**src/rtl/seg_xlate_pkg.sv**
```systemverilog
package seg_xlate_pkg;
    typedef enum logic [1:0] {
        FK_NONE    = 2'd0,
        FK_LIMIT   = 2'd1,
        FK_RDONLY  = 2'd2,
        FK_SYSONLY = 2'd3
    } fault_kind_e;

    localparam int ATTR_RDONLY_BIT  = 0;
    localparam int ATTR_SYSONLY_BIT = 1;
endpackage

```
**src/rtl/seg_desc_table.sv**
```systemverilog
module seg_desc_table #(
    parameter int N_DESC = 64,
    parameter int IDX_W  = 6,
    parameter int BASE_W = 16,
    parameter int LIM_W  = 8,
    parameter int ATTR_W = 8
) (
    input  logic              clk,
    input  logic              rst_n,
    input  logic              wr_en,
    input  logic [IDX_W-1:0]  wr_idx,
    input  logic [BASE_W-1:0] wr_base,
    input  logic [LIM_W-1:0]  wr_limit,
    input  logic [ATTR_W-1:0] wr_attr,
    input  logic [IDX_W-1:0]  rd_idx,
    output logic [BASE_W-1:0] rd_base,
    output logic [LIM_W-1:0]  rd_limit,
    output logic [ATTR_W-1:0] rd_attr
);
    localparam int ENT_W = BASE_W + LIM_W + ATTR_W;

    typedef struct packed {
        logic [BASE_W-1:0] base;
        logic [LIM_W-1:0]  limit;
        logic [ATTR_W-1:0] attr;
    } desc_t;

    desc_t tbl_d [N_DESC];
    desc_t tbl_q [N_DESC];

    always_comb begin
        for (int i = 0; i < N_DESC; i++) begin
            tbl_d[i] = tbl_q[i];
            if (wr_en && (int'(wr_idx) == i)) begin
                tbl_d[i].base  = wr_base;
                tbl_d[i].limit = wr_limit;
                tbl_d[i].attr  = wr_attr;
            end
        end
    end

    always_ff @(posedge clk or negedge rst_n) begin
        if (!rst_n) begin
            for (int i = 0; i < N_DESC; i++) tbl_q[i] <= desc_t'({ENT_W{1'b0}});
        end else begin
            for (int i = 0; i < N_DESC; i++) tbl_q[i] <= tbl_d[i];
        end
    end

    desc_t rd_ent;
    always_comb begin
        rd_ent = desc_t'({ENT_W{1'b0}});
        if (int'(rd_idx) < N_DESC) rd_ent = tbl_q[rd_idx];
    end

    assign rd_base  = rd_ent.base;
    assign rd_limit = rd_ent.limit;
    assign rd_attr  = rd_ent.attr;
endmodule

```
**src/rtl/seg_check.sv**
```systemverilog
module seg_check
    import seg_xlate_pkg::*;
#(
    parameter int OFF_W  = 16,
    parameter int PA_W   = 24,
    parameter int BASE_W = 16,
    parameter int LIM_W  = 8,
    parameter int ATTR_W = 8
) (
    input  logic [OFF_W-1:0]  off,
    input  logic              is_write,
    input  logic              is_system,
    input  logic [BASE_W-1:0] base,
    input  logic [LIM_W-1:0]  limit,
    input  logic [ATTR_W-1:0] attr,
    output fault_kind_e       kind,
    output logic [PA_W-1:0]   addr
);
    localparam int SHIFT = PA_W - BASE_W;

    logic [LIM_W-1:0] off_blk;
    logic             over_limit;
    logic             rd_only_hit;
    logic             sys_only_hit;

    assign off_blk      = off[OFF_W-1 -: LIM_W];
    assign over_limit   = off_blk > limit;
    assign rd_only_hit  = attr[ATTR_RDONLY_BIT] && is_write;
    assign sys_only_hit = attr[ATTR_SYSONLY_BIT] && !is_system;

    always_comb begin
        if (sys_only_hit)      kind = FK_SYSONLY;
        else if (rd_only_hit)  kind = FK_RDONLY;
        else if (over_limit)   kind = FK_LIMIT;
        else                   kind = FK_NONE;
    end

    assign addr = {base, {SHIFT{1'b0}}} + PA_W'(off);
endmodule

```
**src/rtl/seg_xlate.sv**
```systemverilog
module seg_xlate
    import seg_xlate_pkg::*;
#(
    parameter int SEG_W    = 7,
    parameter int OFF_W    = 16,
    parameter int PA_W     = 24,
    parameter int N_DESC   = 64,
    parameter int BASE_W   = 16,
    parameter int LIM_W    = 8,
    parameter int ATTR_W   = 8,
    parameter int UNIT_SEL = 0
) (
    input  logic              clk,
    input  logic              rst_n,
    input  logic              wr_en,
    input  logic [$clog2(N_DESC)-1:0] wr_idx,
    input  logic [BASE_W-1:0] wr_base,
    input  logic [LIM_W-1:0]  wr_limit,
    input  logic [ATTR_W-1:0] wr_attr,
    input  logic              req_valid,
    input  logic [SEG_W-1:0]  req_seg,
    input  logic [OFF_W-1:0]  req_off,
    input  logic              req_write,
    input  logic              req_system,
    output logic              pa_valid,
    output logic [PA_W-1:0]   pa,
    output logic              fault,
    output logic [1:0]        fault_kind
);
    localparam int IDX_W = $clog2(N_DESC);
    localparam int SEL_W = (SEG_W > IDX_W) ? SEG_W - IDX_W : 1;

    typedef struct packed {
        logic            pa_valid;
        logic [PA_W-1:0] pa;
        logic            fault;
        logic [1:0]      kind;
    } out_t;

    out_t r_d, r_q;

    logic [BASE_W-1:0] d_base;
    logic [LIM_W-1:0]  d_limit;
    logic [ATTR_W-1:0] d_attr;
    fault_kind_e       chk_kind;
    logic [PA_W-1:0]   chk_addr;
    logic              selected;

    seg_desc_table #(
        .N_DESC(N_DESC), .IDX_W(IDX_W), .BASE_W(BASE_W),
        .LIM_W(LIM_W), .ATTR_W(ATTR_W)
    ) u_table (
        .clk(clk), .rst_n(rst_n),
        .wr_en(wr_en), .wr_idx(wr_idx), .wr_base(wr_base),
        .wr_limit(wr_limit), .wr_attr(wr_attr),
        .rd_idx(req_seg[IDX_W-1:0]),
        .rd_base(d_base), .rd_limit(d_limit), .rd_attr(d_attr)
    );

    seg_check #(
        .OFF_W(OFF_W), .PA_W(PA_W), .BASE_W(BASE_W),
        .LIM_W(LIM_W), .ATTR_W(ATTR_W)
    ) u_check (
        .off(req_off), .is_write(req_write), .is_system(req_system),
        .base(d_base), .limit(d_limit), .attr(d_attr),
        .kind(chk_kind), .addr(chk_addr)
    );

    generate
        if (SEG_W > IDX_W) begin : g_split
            localparam logic [SEL_W-1:0] SEL_VAL = SEL_W'(UNIT_SEL);
            assign selected = (req_seg[SEG_W-1 -: SEL_W] == SEL_VAL);
        end else begin : g_full
            assign selected = 1'b1;
        end
    endgenerate

    always_comb begin
        r_d = '0;
        if (req_valid && selected) begin
            if (chk_kind != FK_NONE) begin
                r_d.fault = 1'b1;
                r_d.kind  = chk_kind;
            end else begin
                r_d.pa_valid = 1'b1;
                r_d.pa       = chk_addr;
            end
        end
    end

    always_ff @(posedge clk or negedge rst_n) begin
        if (!rst_n) r_q <= '0;
        else        r_q <= r_d;
    end

    assign pa_valid   = r_q.pa_valid;
    assign pa         = r_q.pa;
    assign fault      = r_q.fault;
    assign fault_kind = r_q.kind;
endmodule

```
**config.mk**
```make
export PLATFORM = sky130hd
export DESIGN_NAME = seg_xlate
export DESIGN_NICKNAME = d
export VERILOG_FILES = /design/src/rtl/seg_xlate_pkg.sv /design/src/rtl/seg_desc_table.sv /design/src/rtl/seg_check.sv /design/src/rtl/seg_xlate.sv
export SDC_FILE = /design/constraint.sdc
export NUM_CORES = 2
export LEC_CHECK = 0
export BUFFER_PORTS_ARGS = -buffer_cell sky130_fd_sc_hd__buf_2
export CAP_MARGIN = 15
export CORE_ASPECT_RATIO = 1.5
export CORE_MARGIN = 2
export CORE_UTILIZATION = 43
export CTS_BUF_LIST = sky130_fd_sc_hd__clkbuf_2
export CTS_CLUSTER_SIZE = 25
export DETAILED_ROUTE_END_ITERATION = 6
export PLACE_DENSITY = 0.64
export SYNTH_ARGS = -nofsm -noshare
export SYNTH_HDL_FRONTEND = slang
export SYNTH_SLANG_ARGS = --single-unit
export TNS_END_PERCENT = 30
```
**constraint.sdc**
```tcl
create_clock -name clk -period 4.75 [get_ports clk]
set_input_delay 0.95 -clock clk [delete_from_list [all_inputs] [get_ports clk]]
set_output_delay 0.95 -clock clk [all_outputs]
set_load 0.05 [all_outputs]
```
==> results.md <==
## STA
• Highest Clock Rate: 0.2439 GHz
• worst slew margin relative to its limit: 0.2052
• final critical-path setup slack: 0.6503 ns
• unrepaired setup endpoints after global routing: false
• Period Utilization, post-route: 0.8631
• final-report setup violation count: 0
• Clock Skews: 0.1220 ns
• min cycle time layout: 4.100 ns
• transition time of the tightest slew-check pin: 1.192 ns
• pins over their slew limit: 0
• Final Hold Fails: 0
• hold slack: 0.03670 ns
• Fin Setup TNS: 0 ns

## Final layout
• most frequent cells in the layout: 1692 x sky130_fd_sc_hd__dfrtp_1, 1670 x sky130_fd_sc_hd__mux2_2, 556 x sky130_fd_sc_hd__clkbuf_2, 488 x sky130_fd_sc_hd__mux4_2, 259 x sky130_fd_sc_hd__buf_4
• layout cells sized above 1: 0.5983
• most frequent standard cell in the layout excluding fill and tap cells: sky130_fd_sc_hd__dfrtp_1
• register cell area after layout: 0.04234 sq mm
• Final #Nets: 5204
• number of fill cells: 15347
• area taken by multi-input logic gates: 0.03263 sq mm
• synth-to-layout area growth: 11.17%

## Die
• Die Ht: 521.6 microns
• die outline width: 349.0 microns
• full die area: 0.1820 sq mm
• starting density of the core: 0.4312
• standard-cell row count: 190
• number of top-level design ports: 95
• standard cell core area: 0.1781 sq mm

## Placement
• last weighted congestion value of the routability-driven placer: 0.8224
• worst setup timing slack at the placement stage: -0.5611 ns
• number of buffers added on ports: 88
• post-detailed-placement half-perimeter wirelength: 132.7 mm

## GRT
• overall fraction of global-route tracks in use: 0.2378
• initial antenna violation count: 20
• GRT overflow: 0
• wire length of the first global-routing pass: 320.5 mm
• number of global-route vias before repair: 48025
• largest net degree at the start of global routing: 166

## Detailed routing
• initial detailed-routing violation count: 2731
• average wire per standard cell: 27.91 microns
• remaining number of nets flagged by the antenna check after routing: 0
• final wirelength: 215.2 mm
• average via count per standard cell: 5.813
• DRC violation count after routing: 0
• Vias: 44821
• drt first pass iters: 6

## Logic synthesis
• gate count after technology mapping: 4740
• post-synthesis instance area: 0.07679 sq mm
• flop and latch count out of synthesis: 1692
• Synth Warn #: 0
• Avg Synthesized Cell Area: 16.20 sq um
• EDFF count, synth: 0
• proportion of netlist area held by the largest area contributor: 0.5514
• most common flop cell mapped by yosys: sky130_fd_sc_hd__dfrtp_1
• Yosys top cell by area: sky130_fd_sc_hd__dfrtp_1
• sequential cell area fraction in the yosys report: 0.5514
• async set or reset register ratio after synthesis: 1.000
• Synth cell types: 56
• largest cells by area after synthesis: sky130_fd_sc_hd__dfrtp_1 55%, sky130_fd_sc_hd__mux2_2 24%, sky130_fd_sc_hd__mux4_2 14%, sky130_fd_sc_hd__clkbuf_1 1.6%, sky130_fd_sc_hd__mux2i_1 0.55%
• Synthesized Nets: 4824

## Setup path
• endpoint arrival time on the critical path: 5.52 ns
• setup slack of the worst register-to-register path: 0.65 ns
• largest fanout on the critical path: 3
• data required time of the critical path: 6.17 ns
• Crit Path Class: reg2reg
• Crit. End Element: register
• number of cells traversed by the worst register-to-register path: 13
• sort of element at the start of the critical path: register

## Power and ir drop
• switching portion of total power: 0.2797
• Gate power share: 0.158
• Clock power frac: 0.294
• Power per Cell Area: 367.5 mW/mm^2
• switching component of the power: 8.775 mW
• maximum vdd ir drop: 0.0001940 V
• Internal Power: 22.59 mW
• register share of total power: 0.548
• Static Leak: 40.56 nW

## Flow run
• maxcap violations: 0

## Outcome
• outcome: completed

## Clocking
• Max Buffers Root-to-Sink: 4
• clock slew at reported path FFs: 0.11 ns
• number of H-tree levels: 5
• Root Buffer Master: sky130_fd_sc_hd__clkbuf_2
• clock tree from TritonCTS: yes
• number of setup buffers added after CTS: 0
• Clock Sink Count: 1692
• number of buffers created by CTS: 391
• source-to-sink clock delay at the later pin of the worst-skew pair: 1.57 ns

## Worst hold path
• class of the tightest hold or removal check: in2reg
• Worst Hold Depth: 2

cell families (layout without fill, tap and decap cells):
group                    count (synthesis)  count (layout)  synth area share
multiplexers                          2200            2200            0.3935
flip-flops                            1692            1692            0.5514
buffers and inverters                  487            1136           0.02746
AND/OR/NAND/NOR                        216             216           0.01302
AO/OA/AOI/OAI                          119             119           0.01071
adder cells (fa/ha/maj)                 17              17          0.002868
XOR/XNOR                                 9               9          0.001027
other                                    0              17                 0
what timing repair did:
item / 4_1_cts / 5_1_grt
hold endpoints to repair: 1371 / 58
gates resized for setup: 0 / 0
hold buffers: 38 / 5
layer usage:
metal	up-vias	global-route usage	wire, microns
met1	24593	0.3143	90570
met3	381	0.03472	9827
met4	8	0.07630	6256
met5	-	0	49
li1	18651	-	-
met2	1188	0.4043	108500
power groups by stage:
stage	combinational, mW	sequential (mW)	clock, mW
finish	4.96	17.2	9.21
global route	5.34	17.4	10.2
CTS	5.00	17.2	9.54
detailed placement	4.95	17.5	0
global placement	4.83	17.4	0
floorplan	3.55	17.2	0
state kept, by name, indices dropped and copies added, names as in the netlist:
signal,cells
pa_valid,1
u_table.tbl_q,1664
pa,24
fault_kind,2
fault,1
final timing paths:
path	startpoint	end
min in group asynchronous	rst_n	u_table.tbl_q[276]
hold / removal	wr_base[3]	u_table.tbl_q[1491]
max in group asynchronous	rst_n	u_table.tbl_q[669]
hold reg to reg	u_table.tbl_q[701]	u_table.tbl_q[701]
setup / recovery	u_table.tbl_q[529]	pa[19]
setup reg to reg	u_table.tbl_q[529]	pa[19]
layout make-up:
type,instances,share of cell area
Inverter,29,0.001275
Clock inverter,106,0.006962
Antenna cell,17,0.0004983
Tap cell,2304,0.03377
Clock buffer,556,0.03260
Sequential cell,1692,0.4960
Timing Repair Buffer,445,0.04668
Multi-Input combinational cell,2561,0.3822
critical path, cell delays in order, from the launching register on:
cell,delay (ns)
sky130_fd_sc_hd__dfrtp_1,0.39
sky130_fd_sc_hd__mux4_2,0.48
sky130_fd_sc_hd__mux4_2,0.55
sky130_fd_sc_hd__mux4_2,0.53
sky130_fd_sc_hd__ha_1,0.30
sky130_fd_sc_hd__a21o_1,0.11
sky130_fd_sc_hd__a21oi_1,0.09
sky130_fd_sc_hd__o21a_1,0.20
sky130_fd_sc_hd__o21ai_1,0.41
sky130_fd_sc_hd__a31oi_1,0.24
sky130_fd_sc_hd__nor3b_2,0.25
sky130_fd_sc_hd__buf_4,0.15
sky130_fd_sc_hd__xor2_1,0.16
sky130_fd_sc_hd__nor2_1,0.06
cell usage after synthesis, drive strengths merged, types with 2 or more instances:
cell type / instances
dfrtp: 1692
mux2: 1670
mux4: 488
clkbuf: 328
buf: 130
nand2: 77
nor2: 61
mux2i: 42
inv: 28
a22oi: 21
a21oi: 17
o21ai: 17
ha: 16
nor3: 15
nand2b: 12
nor2b: 11
o22ai: 11
a211oi: 9
a221oi: 9
nand3: 7
nand4: 7
or2: 7
a21o: 6
xnor2: 6
a31oi: 5
a22o: 4
and2: 4
nand3b: 4
a2111oi: 3
o311ai: 3
xor2: 3
a21boi: 2
a32oi: 2
a41oi: 2
and3: 2
nor3b: 2
nor4: 2
o21a: 2
or3: 2
per-stage QoR:
stage	utilization	instances	power [mW]	area, sq um
after detailed placement	0.4569	6981	22.43	81360
after floorplan	-	4740	20.71	77260
final	0.4794	7710	31.37	85370
after global routing	0.4793	7699	32.99	85340
after global placement	0.4569	6981	22.19	81360
after CTS	0.4781	7681	31.71	85130
(Power assumes the default switching activity.)
